File: config.mk
export PLATFORM = sky130hd
export DESIGN_NAME = pswal_divider
export DESIGN_NICKNAME = d
export VERILOG_FILES = /design/src/rtl/pswal_pkg.sv /design/src/rtl/pswal_prescaler.sv /design/src/rtl/pswal_datapath.sv /design/src/rtl/pswal_control.sv /design/src/rtl/pswal_divider.sv
export SDC_FILE = /design/constraint.sdc
export NUM_CORES = 1
export LEC_CHECK = 0
export ABC_AREA = 1
export BUFFER_PORTS_ARGS = -buffer_cell sky130_fd_sc_hd__buf_2
export CAP_MARGIN = 10
export CELL_PAD_IN_SITES_DETAIL_PLACEMENT = 1
export CELL_PAD_IN_SITES_GLOBAL_PLACEMENT = 1
export CORE_MARGIN = 4
export CORE_UTILIZATION = 37
export CTS_BUF_LIST = sky130_fd_sc_hd__clkbuf_16
export CTS_CLUSTER_SIZE = 20
export DETAILED_ROUTE_END_ITERATION = 12
export PLACE_DENSITY_LB_ADDON = 0.1
export SLEW_MARGIN = 20
export SYNTH_ARGS = -nofsm -noshare
export SYNTH_HDL_FRONTEND = slang
export SYNTH_SLANG_ARGS = --single-unit
File: constraint.sdc
create_clock -name clk -period 1.8 [get_ports clk]
set_input_delay 0.09 -clock clk [delete_from_list [all_inputs] [get_ports clk]]
set_output_delay 0.09 -clock clk [all_outputs]
set_load 0.005 [all_outputs]
File: src/rtl/pswal_pkg.sv
package pswal_pkg;
  localparam int unsigned MAIN_W_DEF    = 9;
  localparam int unsigned SWAL_W_DEF    = 4;
  localparam int unsigned OFS_W_DEF     = 4;
  localparam int unsigned PRE_SMALL_DEF = 5;
  localparam int unsigned PRE_LARGE_DEF = 10;

  // strobes from the control half to the prescaler datapath
  typedef struct packed {
    logic restart;   // counters reload on this edge
    logic stretch;   // current prescaler cycle is one clock longer
    logic bypass;    // prescaler idle, every input clock is a tick
    logic smallMod;  // 5/6 instead of 10/11
  } preStrobe_t;
endpackage

File: src/rtl/pswal_prescaler.sv
module pswal_prescaler
  import pswal_pkg::*;
#(
  parameter int unsigned PRE_SMALL = PRE_SMALL_DEF,
  parameter int unsigned PRE_LARGE = PRE_LARGE_DEF
) (
  input  logic       clk,
  input  logic       rst,
  input  preStrobe_t strb,
  output logic       preTick
);
  localparam int unsigned CW = $clog2(PRE_LARGE + 1);
  localparam logic [CW-1:0] SMALL_LAST = CW'(PRE_SMALL - 1);
  localparam logic [CW-1:0] LARGE_LAST = CW'(PRE_LARGE - 1);

  logic [CW-1:0] preCnt;
  logic [CW-1:0] lastIdx;

  always_comb begin
    lastIdx = (strb.smallMod ? SMALL_LAST : LARGE_LAST) + {{(CW-1){1'b0}}, strb.stretch};
    preTick = strb.bypass | (preCnt == lastIdx);
  end

  always_ff @(posedge clk) begin
    if (rst || strb.restart || strb.bypass) preCnt <= '0;
    else if (preTick)                        preCnt <= '0;
    else                                     preCnt <= preCnt + 1'b1;
  end

  // the prescaler count never runs past the end of its current cycle
  a_r1_pre_bound: assert property (@(posedge clk) disable iff (rst)
    preCnt <= lastIdx);

  // in bypass the prescaler stays parked at zero
  a_r4_bypass_idle: assert property (@(posedge clk) disable iff (rst)
    strb.bypass |=> preCnt == '0);
endmodule

File: src/rtl/pswal_datapath.sv
module pswal_datapath
  import pswal_pkg::*;
#(
  parameter int unsigned MAIN_W    = MAIN_W_DEF,
  parameter int unsigned SWAL_W    = SWAL_W_DEF,
  parameter int unsigned OFS_W     = OFS_W_DEF,
  parameter int unsigned PRE_SMALL = PRE_SMALL_DEF,
  parameter int unsigned PRE_LARGE = PRE_LARGE_DEF
) (
  input  logic                    clk,
  input  logic                    rst,
  input  logic [MAIN_W-1:0]       mainDiv,
  input  logic [SWAL_W-1:0]       swallowCnt,
  input  logic signed [OFS_W-1:0] fracOfs,
  input  logic                    bypassIn,
  input  preStrobe_t              strb,
  output logic [MAIN_W:0]         mainLoad,
  output logic [SWAL_W:0]         swalLoad,
  output logic                    preTick
);
  localparam int unsigned MLW = MAIN_W + 1;
  localparam int unsigned SLW = SWAL_W + 1;

  int mSum;
  int aSum;

  // offset lands on the main count in bypass, on the swallow count otherwise
  always_comb begin
    mSum     = int'(mainDiv) + (bypassIn ? int'(fracOfs) : 0);
    aSum     = bypassIn ? 0 : int'(swallowCnt) + int'(fracOfs);
    mainLoad = MLW'(mSum);
    swalLoad = SLW'(aSum);
  end

  pswal_prescaler #(.PRE_SMALL(PRE_SMALL), .PRE_LARGE(PRE_LARGE)) u_pre (
    .clk    (clk),
    .rst    (rst),
    .strb   (strb),
    .preTick(preTick)
  );

  // offset stays inside its legal window whenever it is sampled
  a_r5_ofs_range: assert property (@(posedge clk) disable iff (rst)
    strb.restart |-> (int'(fracOfs) >= -3 && int'(fracOfs) <= 4));

  // swallow count with offset fits inside the main count
  a_r3_swallow_legal: assert property (@(posedge clk) disable iff (rst)
    (strb.restart && !bypassIn) |-> (aSum >= 0 && aSum <= int'(mainDiv) + 1));

  // bypass division stays at two clocks or more
  a_r4_bypass_min: assert property (@(posedge clk) disable iff (rst)
    (strb.restart && bypassIn) |-> mSum >= 1);

  // main count is never loaded as zero
  a_r1_main_min: assert property (@(posedge clk) disable iff (rst)
    strb.restart |-> mainDiv != '0);
endmodule

File: src/rtl/pswal_control.sv
module pswal_control
  import pswal_pkg::*;
#(
  parameter int unsigned MAIN_W = MAIN_W_DEF,
  parameter int unsigned SWAL_W = SWAL_W_DEF
) (
  input  logic              clk,
  input  logic              rst,
  input  logic              forceLoad,
  input  logic              smallModIn,
  input  logic              bypassIn,
  input  logic [MAIN_W:0]   mainLoad,
  input  logic [SWAL_W:0]   swalLoad,
  input  logic              preTick,
  output preStrobe_t        strb,
  output logic              fp,
  output logic              modSel
);
  logic [MAIN_W:0] mainCnt;
  logic [SWAL_W:0] swCnt;
  logic            startPending;
  logic            smallReg;
  logic            bypReg;
  logic            termCnt;
  logic            loadNow;

  always_comb begin
    termCnt      = preTick && (mainCnt == '0) && !startPending;
    loadNow      = termCnt || startPending || forceLoad;
    strb.restart = loadNow;
    strb.stretch = (swCnt != '0);
    strb.bypass  = bypReg;
    strb.smallMod = smallReg;
    fp           = termCnt;
    modSel       = (swCnt != '0);
  end

  always_ff @(posedge clk) begin
    if (rst) begin
      mainCnt      <= '0;
      swCnt        <= '0;
      startPending <= 1'b1;
      smallReg     <= 1'b0;
      bypReg       <= 1'b0;
    end else if (loadNow) begin
      mainCnt      <= mainLoad;
      swCnt        <= swalLoad;
      smallReg     <= smallModIn;
      bypReg       <= bypassIn;
      startPending <= 1'b0;
    end else if (preTick) begin
      mainCnt <= mainCnt - 1'b1;
      if (swCnt != '0) swCnt <= swCnt - 1'b1;
    end
  end

  // the output pulse is one clock wide
  a_r7_fp_one_wide: assert property (@(posedge clk) disable iff (rst)
    fp |=> !fp);

  // no pulse while reload is held
  a_r8_hold_quiet: assert property (@(posedge clk) disable iff (rst)
    forceLoad |=> !fp);

  // first cycle out of reset is quiet on both outputs
  a_r9_reset_quiet: assert property (@(posedge clk) disable iff (rst)
    $past(rst) |-> (!fp && !modSel));

  // remaining stretched cycles never outnumber remaining main cycles
  a_r3_swallow_fits: assert property (@(posedge clk) disable iff (rst)
    (!startPending && !bypReg) |-> int'(swCnt) <= int'(mainCnt) + 1);

  // no stretch request in bypass
  a_r4_no_stretch: assert property (@(posedge clk) disable iff (rst)
    (bypReg && !startPending) |-> !modSel);
endmodule

File: src/rtl/pswal_divider.sv
module pswal_divider
  import pswal_pkg::*;
#(
  parameter int unsigned MAIN_W    = MAIN_W_DEF,
  parameter int unsigned SWAL_W    = SWAL_W_DEF,
  parameter int unsigned OFS_W     = OFS_W_DEF,
  parameter int unsigned PRE_SMALL = PRE_SMALL_DEF,
  parameter int unsigned PRE_LARGE = PRE_LARGE_DEF
) (
  input  logic                    clk,
  input  logic                    rst,
  input  logic [MAIN_W-1:0]       mainDiv,
  input  logic [SWAL_W-1:0]       swallowCnt,
  input  logic signed [OFS_W-1:0] fracOfs,
  input  logic                    smallModSel,
  input  logic                    bypassPre,
  input  logic                    forceLoad,
  output logic                    fp,
  output logic                    modSel
);
  preStrobe_t      strb;
  logic [MAIN_W:0] mainLoad;
  logic [SWAL_W:0] swalLoad;
  logic            preTick;

  pswal_datapath #(
    .MAIN_W(MAIN_W), .SWAL_W(SWAL_W), .OFS_W(OFS_W),
    .PRE_SMALL(PRE_SMALL), .PRE_LARGE(PRE_LARGE)
  ) u_dp (
    .clk       (clk),
    .rst       (rst),
    .mainDiv   (mainDiv),
    .swallowCnt(swallowCnt),
    .fracOfs   (fracOfs),
    .bypassIn  (bypassPre),
    .strb      (strb),
    .mainLoad  (mainLoad),
    .swalLoad  (swalLoad),
    .preTick   (preTick)
  );

  pswal_control #(.MAIN_W(MAIN_W), .SWAL_W(SWAL_W)) u_ctl (
    .clk       (clk),
    .rst       (rst),
    .forceLoad (forceLoad),
    .smallModIn(smallModSel),
    .bypassIn  (bypassPre),
    .mainLoad  (mainLoad),
    .swalLoad  (swalLoad),
    .preTick   (preTick),
    .strb      (strb),
    .fp        (fp),
    .modSel    (modSel)
  );
endmodule

==> results.toml <==
[clock_network]
clockRootBuffer = "clkbuf_16"
tritoncts = "yes"
insertion_delay_ns = 0.26
cts_sinks = 22
cts.htree.levels = 1
cts-buffers-inserted = 3
path_clk_slew_ns = 0.06
cts_hold_buffers = 0
clock_path_buffers = 2

[worst_setup_path]
cp.buffers_inverters = 3
worstPathMaxFanout = 6
worst_path_max_delay_cell = "dfxtp_2"
slowest_delay_ns = 0.32
worstPathCellList = "inv_2 -> ha_4 -> nand3_4 -> ha_4 -> nand2_2 -> nand2_2 -> nand3_2 -> nand2_4 -> nand2_4 -> buf_6 -> nor2_2 -> buf_2"
cp-end-kind = "output port"
reg2regPathDepth = 16
critPathRequiredTime_ns = 1.71
crit_type = "flop to output port"
startpoint_type = "flop"
crit_arrival_ns = 1.91
worst_path_dominant_cell_family = "simple AND/OR/NAND/NOR gates"
worstSetupPathDepth = 12

[finish]
fin_util = 0.528
fin_cells = 407
layout-drive-gt1-share = 0.321
diodes = 0
syn2layout_area_growth_pct = 34.3
nets = 384

[timing]
fin_crit_ns = 2.00
timing.fmax_mhz = 499
setup_viol = 21
finalHoldViolations = 0
skew_ns = 0.00282
rsz0062_at_grt = "yes"
worstMarginPinSlew_ns = 0.460
min_period_over_period = 1.11
slew_violations = 0
relSlewSlack = 0.693
finalSetupTns_ns = -2.67
setup_ws_ns = -0.204

[power_and_ir_drop]
p_per_area_mw_per_mm2 = 706
p_leak_nw = 1.26
peakVddDrop_mv = 0.392
power_w = 0.00182

[min_path]
hold_path.class = "primary input to flop"
hold_depth = 1

[status]
status = "finished with violations"
violations = "setup timing"

[floorplan]
dieArea_mm2 = 0.00640
rows = 25
core-area_mm2 = 0.00488
fp.dieW_um = 80.0
initial_core_util = 0.393
io_pins = 24
die_y_um = 80.0

[detailed_routing]
m1WireLength_um = 2800
met2WireLength_um = 2890
vias = 2052
top_layer_used = "met4"
drc_errors = 0
drt-pass1-iter-count = 4
wirelength_um = 6010
first_iter_violations = 92
avgViaCountPerCell = 5.04
dr_wl_met3_um = 164
detail-route-antenna-nets = 0
wire_per_inst_um = 14.8

[placement]
dp.cells = 396
portBuffers = 23
dp_hpwl_um = 4410
routabilityCongestion = 0.817

[global_route]
grt_max_degree = 16
grt_pass1_vias = 2197
grt_use_total = 0.210
antenna_found_initial = 0
grt_pass1_wl_um = 10400
grt_remaining_overflow = 0

[yosys]
synth_seq_cells = 22
yosys_warnings = 0
synth_ff_type = "dfxtp_1"
synth_area_mm2 = 0.00192
synth_area_per_cell_um2 = 6.69
ys_types = 29
synthCells = 287
syn_nets = 330
async_flop_share = 0
synth_edf_count = 0
yosysSeqAreaShare = 0.229

[run]
maxCapViolations = 0
## sequential cells by signal, summed over array words and instances, names as in the netlist
register and count:
u_ctl.bypReg 1, u_ctl.mainCnt 10, u_ctl.smallReg 1, u_ctl.startPending 1, u_ctl.swCnt 5, u_dp.u_pre.preCnt 4
## metal layers
metal | up-vias | global-route usage
li1 | 1044 | -
met1 | 964 | 0.263
met2 | 33 | 0.358
met3 | 11 | 0.0293
met4 | 0 | 0.0811
met5 | - | 0
## where the power goes
part	leakage (nW)	internal (W)	total (W)	switching, W
Combinational	1.04	0.000319	0.000748	0.000428
Sequential	0.183	0.000533	0.000575	0.0000417
Clock	0.0385	0.000298	0.000497	0.000200
Total	1.26	0.00115	0.00182	0.000669
## area by class of cell
type / instances / area (um^2)
well taps: 67 / 83.8
fillers: 639 / 2300
flip-flops and latches: 22 / 443
multi-input cells: 226 / 1470
inverters: 35 / 136
repair buffers: 53 / 367
clock buffers: 3 / 75.1
clock inverters: 1 / 3.75
## stage by stage
step / hold WS (ns) / area (um^2) / setup slack, ns
after floorplan: 0.152 / 1960 / -0.0222
after global placement: 0.275 / 2300 / -0.0815
after detailed placement: 0.286 / 2300 / -0.149
after CTS: 0.0280 / 2520 / -0.167
after global routing: 0.0306 / 2580 / -0.278
final: 0.0316 / 2580 / -0.204
## cell families after synthesis
kind of cell | Yosys count | synth area share
xor gates and xnor gates | 14 | 0.0639
buffers and inverters | 39 | 0.0841
and+or+nand+nor | 154 | 0.371
DFF | 22 | 0.229
adders and majority gates | 21 | 0.145
AOI/OAI and AO/OA | 37 | 0.107
## cells in the final DEF (no fill, tap or decap), drive strengths merged, types with 3 or more instances in the layout
cell type,n
clkbuf,3
nand4,3
dfxtp,22
xor2,10
xnor2,4
ha,19
or2,3
nor2,37
a21oi,14
nand2,69
o21ai,19
nand3,38
inv,35
buf,53
## synth_stat cells (2+ instances only)
| master | count | area [um^2] |
|---|---|---|
| nand4_1 | 3 | 18.8 |
| o21ai_1 | 3 | 15.0 |
| fa_1 | 2 | 40.0 |
| nor2_4 | 2 | 22.5 |
| ha_1 | 19 | 238 |
| xnor2_1 | 4 | 35.0 |
| a21oi_1 | 14 | 70.1 |
| o21ai_0 | 16 | 80.1 |
| clkbuf_1 | 2 | 7.51 |
| nand3_2 | 4 | 40.0 |
| nand2_4 | 3 | 33.8 |
| dfxtp_1 | 22 | 440 |
| buf_6 | 2 | 22.5 |
| nand3_1 | 34 | 170 |
| inv_1 | 32 | 120 |
| nor2_1 | 34 | 128 |
| or2_2 | 3 | 18.8 |
| nand2_1 | 65 | 244 |
| inv_2 | 3 | 11.3 |
| xor2_1 | 10 | 87.6 |
| nor3_1 | 2 | 10.0 |
## repair_timing
item / in CTS / in global routing
endpoints found under the setup margin: 21 / 22
cloned: 1 / 0
setup buffers: 6 / 0
pin swaps: 7 / 7
resized for setup: 32 / 18
## path summary, 6_finish.rpt
| kind | startpoint | endpoint | slack (ns) |
|---|---|---|---|
| min reg2reg | u_ctl.mainCnt[9]$_SDFFE_PP0P_ | u_ctl.mainCnt[9]$_SDFFE_PP0P_ | 0.48 |
| min | rst | u_ctl.startPending$_SDFFE_PP1P_ | 0.03 |
| max | u_ctl.swCnt[1]$_SDFFE_PP0P_ | fp | -0.20 |
| max reg2reg | u_ctl.swCnt[1]$_SDFFE_PP0P_ | u_ctl.mainCnt[4]$_SDFFE_PP0P_ | -0.20 |
Power figures use the tool's default switching activity.
